## config.mk

```make
export PLATFORM = sky130hd
export DESIGN_NAME = keyed_perm_link
export DESIGN_NICKNAME = d
export VERILOG_FILES = /design/src/rtl/keyed_perm_pkg.sv /design/src/rtl/perm_net.sv /design/src/rtl/perm_tx_stage.sv /design/src/rtl/perm_rx_stage.sv /design/src/rtl/keyed_perm_link.sv
export SDC_FILE = /design/constraint.sdc
export NUM_CORES = 1
export LEC_CHECK = 0
export ABC_AREA = 1
export BUFFER_PORTS_ARGS = -buffer_cell sky130_fd_sc_hd__buf_2
export CORE_MARGIN = 2
export CORE_UTILIZATION = 49
export DETAILED_ROUTE_END_ITERATION = 8
export GPL_ROUTABILITY_DRIVEN = 0
export PLACE_DENSITY = 0.75
export REMOVE_ABC_BUFFERS = 1
export SLEW_MARGIN = 20
export SYNTH_ARGS = -nofsm -noshare
export SYNTH_HDL_FRONTEND = slang
export SYNTH_SLANG_ARGS = --single-unit
```

## constraint.sdc

```tcl
create_clock -name clk_i -period 1.2 [get_ports clk_i]
set_input_delay 0.12 -clock clk_i [delete_from_list [all_inputs] [get_ports clk_i]]
set_output_delay 0.12 -clock clk_i [all_outputs]
set_load 0.05 [all_outputs]
```

## src/rtl/keyed_perm_pkg.sv

```systemverilog
package keyed_perm_pkg;
  parameter int unsigned CW         = 38;
  parameter int unsigned KEY_W      = 3;
  localparam int unsigned NUM_KEYS  = 1 << KEY_W;

  // link lane carrying codeword bit pos under key; multiplier 2k+1 must be coprime with CW
  function automatic int unsigned lane_of(int unsigned key, int unsigned pos);
    if (key == 0) return pos;
    return (pos * (2 * key + 1) + 2 * key - 1) % CW;
  endfunction
endpackage

```

## src/rtl/perm_net.sv

```systemverilog
module perm_net
  import keyed_perm_pkg::*;
#(
  parameter bit INVERSE = 1'b0
) (
  input  logic [KEY_W-1:0] key_i,
  input  logic [CW-1:0]    word_i,
  output logic [CW-1:0]    word_o
);
  logic [CW-1:0] cand [NUM_KEYS];

  for (genvar k = 0; k < NUM_KEYS; k++) begin : g_key
    for (genvar b = 0; b < CW; b++) begin : g_bit
      localparam int unsigned LANE = lane_of(k, b);
      if (INVERSE) begin : g_inv
        assign cand[k][b] = word_i[LANE];
      end else begin : g_fwd
        assign cand[k][LANE] = word_i[b];
      end
    end
  end

  assign word_o = cand[key_i];
endmodule

```

## src/rtl/perm_tx_stage.sv

```systemverilog
module perm_tx_stage
  import keyed_perm_pkg::*;
(
  input  logic             clk_i,
  input  logic             rst_ni,
  input  logic             valid_i,
  input  logic [KEY_W-1:0] key_i,
  input  logic [CW-1:0]    word_i,
  output logic             valid_o,
  output logic [KEY_W-1:0] key_o,
  output logic [CW-1:0]    word_o
);
  logic [CW-1:0] mixed;

  perm_net #(.INVERSE(1'b0)) u_fwd (
    .key_i (key_i),
    .word_i(word_i),
    .word_o(mixed)
  );

  always_ff @(posedge clk_i or negedge rst_ni) begin
    if (!rst_ni) begin
      valid_o <= 1'b0;
      key_o   <= '0;
      word_o  <= '0;
    end else begin
      valid_o <= valid_i;
      if (valid_i) begin
        key_o  <= key_i;  // key travels with its word
        word_o <= mixed;
      end
    end
  end
endmodule

```

## src/rtl/perm_rx_stage.sv

```systemverilog
module perm_rx_stage
  import keyed_perm_pkg::*;
(
  input  logic             clk_i,
  input  logic             rst_ni,
  input  logic             valid_i,
  input  logic [KEY_W-1:0] key_i,
  input  logic [CW-1:0]    word_i,
  output logic             valid_o,
  output logic [CW-1:0]    word_o
);
  logic [CW-1:0] restored;

  perm_net #(.INVERSE(1'b1)) u_inv (
    .key_i (key_i),
    .word_i(word_i),
    .word_o(restored)
  );

  always_ff @(posedge clk_i or negedge rst_ni) begin
    if (!rst_ni) begin
      valid_o <= 1'b0;
      word_o  <= '0;
    end else begin
      valid_o <= valid_i;
      if (valid_i) word_o <= restored;
    end
  end
endmodule

```

## src/rtl/keyed_perm_link.sv

```systemverilog
module keyed_perm_link
  import keyed_perm_pkg::*;
(
  input  logic             clk_i,
  input  logic             rst_ni,
  input  logic [KEY_W-1:0] key_i,
  input  logic             tx_valid_i,
  input  logic [CW-1:0]    tx_word_i,
  output logic             link_valid_o,
  output logic [CW-1:0]    link_word_o,
  input  logic             link_valid_i,
  input  logic [CW-1:0]    link_word_i,
  output logic             rx_valid_o,
  output logic [CW-1:0]    rx_word_o
);
  logic [KEY_W-1:0] flight_key;

  perm_tx_stage u_tx (
    .clk_i  (clk_i),
    .rst_ni (rst_ni),
    .valid_i(tx_valid_i),
    .key_i  (key_i),
    .word_i (tx_word_i),
    .valid_o(link_valid_o),
    .key_o  (flight_key),
    .word_o (link_word_o)
  );

  perm_rx_stage u_rx (
    .clk_i  (clk_i),
    .rst_ni (rst_ni),
    .valid_i(link_valid_i),
    .key_i  (flight_key),
    .word_i (link_word_i),
    .valid_o(rx_valid_o),
    .word_o (rx_word_o)
  );
endmodule

```

==> metrics.csv <==
stage,metric,value,unit
run_status,status,"complete, but fails checks",
run_status,violations,"design-rule violations, negative setup slack",
layout,stdcell_count,1311,
critical_path,reg2regPathDepth,8,
yosys,yosysMostFrequentCell,nand3_1,
yosys,ys_ff_latch,81,
yosys,synthSimpleGateAreaFrac,57.4,%
critical_path,endpoint,u_rx.word_o[6],
cts,clock-sinks,81,
floorplan,fp.coreArea,12500,um^2
critical_path,worst_setup_path_start_kind,flip-flop,
yosys,yosysTopAreaCell,nand3_1,
sta,hold_slack,71.2,ps
yosys,synth-compound-area-share,2.72,%
floorplan,rows,41,
yosys,synthArstFlopShare,100,%
floorplan,dieHeight,117,um
pwr,clkPwrFrac,24.5,%
yosys,synth-edff-count,0,
pwr,swShare,45.6,%
sta,worst_pin_slew,436,ps
routing,drt-total-wl,25.9,mm
critical_path,setup.worst_path.start,u_tx.key_o[0],
grt,grt_antenna_before_repair,0,
yosys,synthFlopType,dfrtp_1,
layout,drive_above_1_share,28.2,%
routing,via_per_inst,6.49,
sta,hold_viol_final,0,
layout,seq_area,2030,um^2
yosys,synthAdderAreaFrac,0,%
floorplan,die_area,13600,um^2
pwr,p_leak,0.00422,uW
critical_path,worstSetupEndpointType,flip-flop,
routing,detail_route.iter0.violations,2037,
yosys,syn_inst,988,
critical_path,cp.arrival,1690,ps
place,dpl_worst_slack,-196,ps
layout,multi_input_area,4120,um^2
critical_path,critical_path_required,1500,ps
floorplan,io_pins,161,
grt,grt_pass1_vias,7181,
yosys,ys_types,18,
sta,fmax,719,MHz
cts,cts_buffer_depth,2,
pwr,ir_drop,1060,uV
layout,nFillCells,1137,
sta,drv_slew,0,
grt,grt_max_degree,44,
yosys,synth_commonest_cells,"nand3_1 (415), nand2_1 (347), dfrtp_1 (81)",
grt,grt_remaining_overflow,0,
critical_path,path_class,flip-flop to flip-flop,
routing,drc,178,
yosys,syn_avg_cell_area,6.29,um^2
layout,layout.nets,1217,
yosys,yosys_warnings,0,
critical_path,r2r-start,u_tx.key_o[0],
pwr,seq_power_share,30.3,%
yosys,synth_top_family_by_area,simple AND/OR/NAND/NOR gates,
critical_path,worst-path-max-fanout,7,
hold_path,hp-start,tx_word_i[36],
yosys,yosysSeqAreaShare,32.6,%
hold_path,hp-class,input pin to flip-flop,
sta,period_needed,1390,ps
grt,track_usage,36.5,%
routing,ant_nets,0,
place,portBuffers,160,
sta,rsz0062_at_grt,yes,
sta,maxSlewHeadroom,71.0,%
cts,cts_made_buffers,9,
yosys,synth_area,6210,um^2
yosys,yosysTopAreaCellShare,33.4,%
layout,syn_to_final_growth,31.7,%
floorplan,initial_core_util,49.6,%
cts,path_clk_slew,70,ps
routing,first_pass_iters,9,
pwr,internal_power,6060,uW
cts,clock-root-buffer,clkbuf_16,
critical_path,r2r_end,u_rx.word_o[6],
pwr,power.switching,5080,uW
place,dp.cells,1288,
floorplan,die_x,117,um
yosys,synth.area.mux_share,0,%
routing,wl_per_cell,19.7,um
sta,fin_skew,8.76,ps
sta,fin_ws,-191,ps
place,hpwl,17.9,mm
layout,n_antenna_cell,0,
run,maxCapViolCount,0,
pwr,power_frac_comb,45.2,%
sta,finalSetupViolCount,38,
cts,cts_tree,yes,
hold_path,holdPathStages,3,
cts,h-tree-depth,3,
yosys,synth-xor-area-share,0,%
routing,vias,8507,
sta,period_share,116,%
yosys,synthTopCellsByArea,"nand3_1 (33%), dfrtp_1 (33%), nand2_1 (21%)",
pwr,p_per_area,1360,nW/um^2
critical_path,timing.reg2reg.setup_slack,-190,ps
grt,grt_pass1_wl,38.5,mm
cts,insertion_delay,360,ps
## how the worst min path moves through the flow
| stage | end |
|---|---|
| floorplan | u_rx.valid_o |
| global placement | u_rx.word_o[36] |
| detailed placement | u_rx.word_o[36] |
| CTS | u_rx.word_o[18] |
| global route | u_tx.word_o[36] |
| finish | u_tx.word_o[36] |
## state kept, by name, indices dropped and copies added (netlist names)
name          flops
u_tx.valid_o      1
u_tx.word_o      38
u_rx.valid_o      1
u_tx.key_o        3
u_rx.word_o      38
## power by group through the flow
stage | Clock (uW) | Sequential, uW | Combinational (uW)
finish | 2730 | 3380 | 5040
global route | 2900 | 3420 | 5320
CTS | 2730 | 3370 | 4640
detailed placement | 0 | 3410 | 4540
global placement | 0 | 3410 | 4540
floorplan | 0 | 4880 | 1480
## placed cells by master, fill, tap and decap left out, drive strengths merged
cell type,netlist,routed
o21ai,5,5
a21oi,10,10
dlygate4sd3,0,1
a31oi,15,15
nand2,348,348
inv,8,8
dfrtp,81,81
nand3,415,415
nand4,23,23
clkinv,0,2
clkbuf,17,14
buf,59,207
nor2,7,7
clkinvlp,0,3
## kinds of logic (layout without fill, tap and decap cells)
family / after synthesis / after routing
AND/OR/NAND/NOR: 793 / 793
buffers and inverters: 84 / 235
flip-flops: 81 / 81
AO/OA/AOI/OAI: 30 / 30
## critical path, stage by stage, from the launching register on
cell       delay [ps]
dfrtp_2           480
inv_8             140
clkbuf_16         190
nand2_4            90
nand3_1            90
nand3_1           110
nand2_1           110
nand2_1            70
nand2_1            60
## metrics by stage
stage	setup TNS (ps)	area, um^2	total power (uW)	utilization (%)
after CTS	-2150	7770	10700	62.1
after detailed placement	-3540	7330	7950	58.6
after floorplan	-77920	5790	6360	-
after global placement	-2800	7330	7950	58.6
final	-4580	8180	11100	65.4
after global routing	-6290	8180	11600	65.4
## final cells by class
class                      count  area share (%)
inverter                       8           0.489
tap                          172            2.63
timing repair buffer         211            18.1
clock inverter                 5           0.489
sequential                    81            24.8
multi-input combinational    823            50.4
clock buffer                  11            3.09
## layer usage
metal	vias up	GRT usage [%]	part of all wire [%]
met3	249	11.5	17
met1	3686	53.6	38
met5	-	0.741	0
met4	0	15.6	6.5
met2	844	49.1	39
li1	3728	-	-
## timing repair
item                                    CTS  global route
setup buffers                             1             0
endpoints found under the setup margin   38            38
gates resized for setup                  39            86
pin swaps                                 1            15
gates cloned                              1             4
hold endpoints to repair                 24             0
hold buffers                              1             0
(Power assumes the default switching activity.)
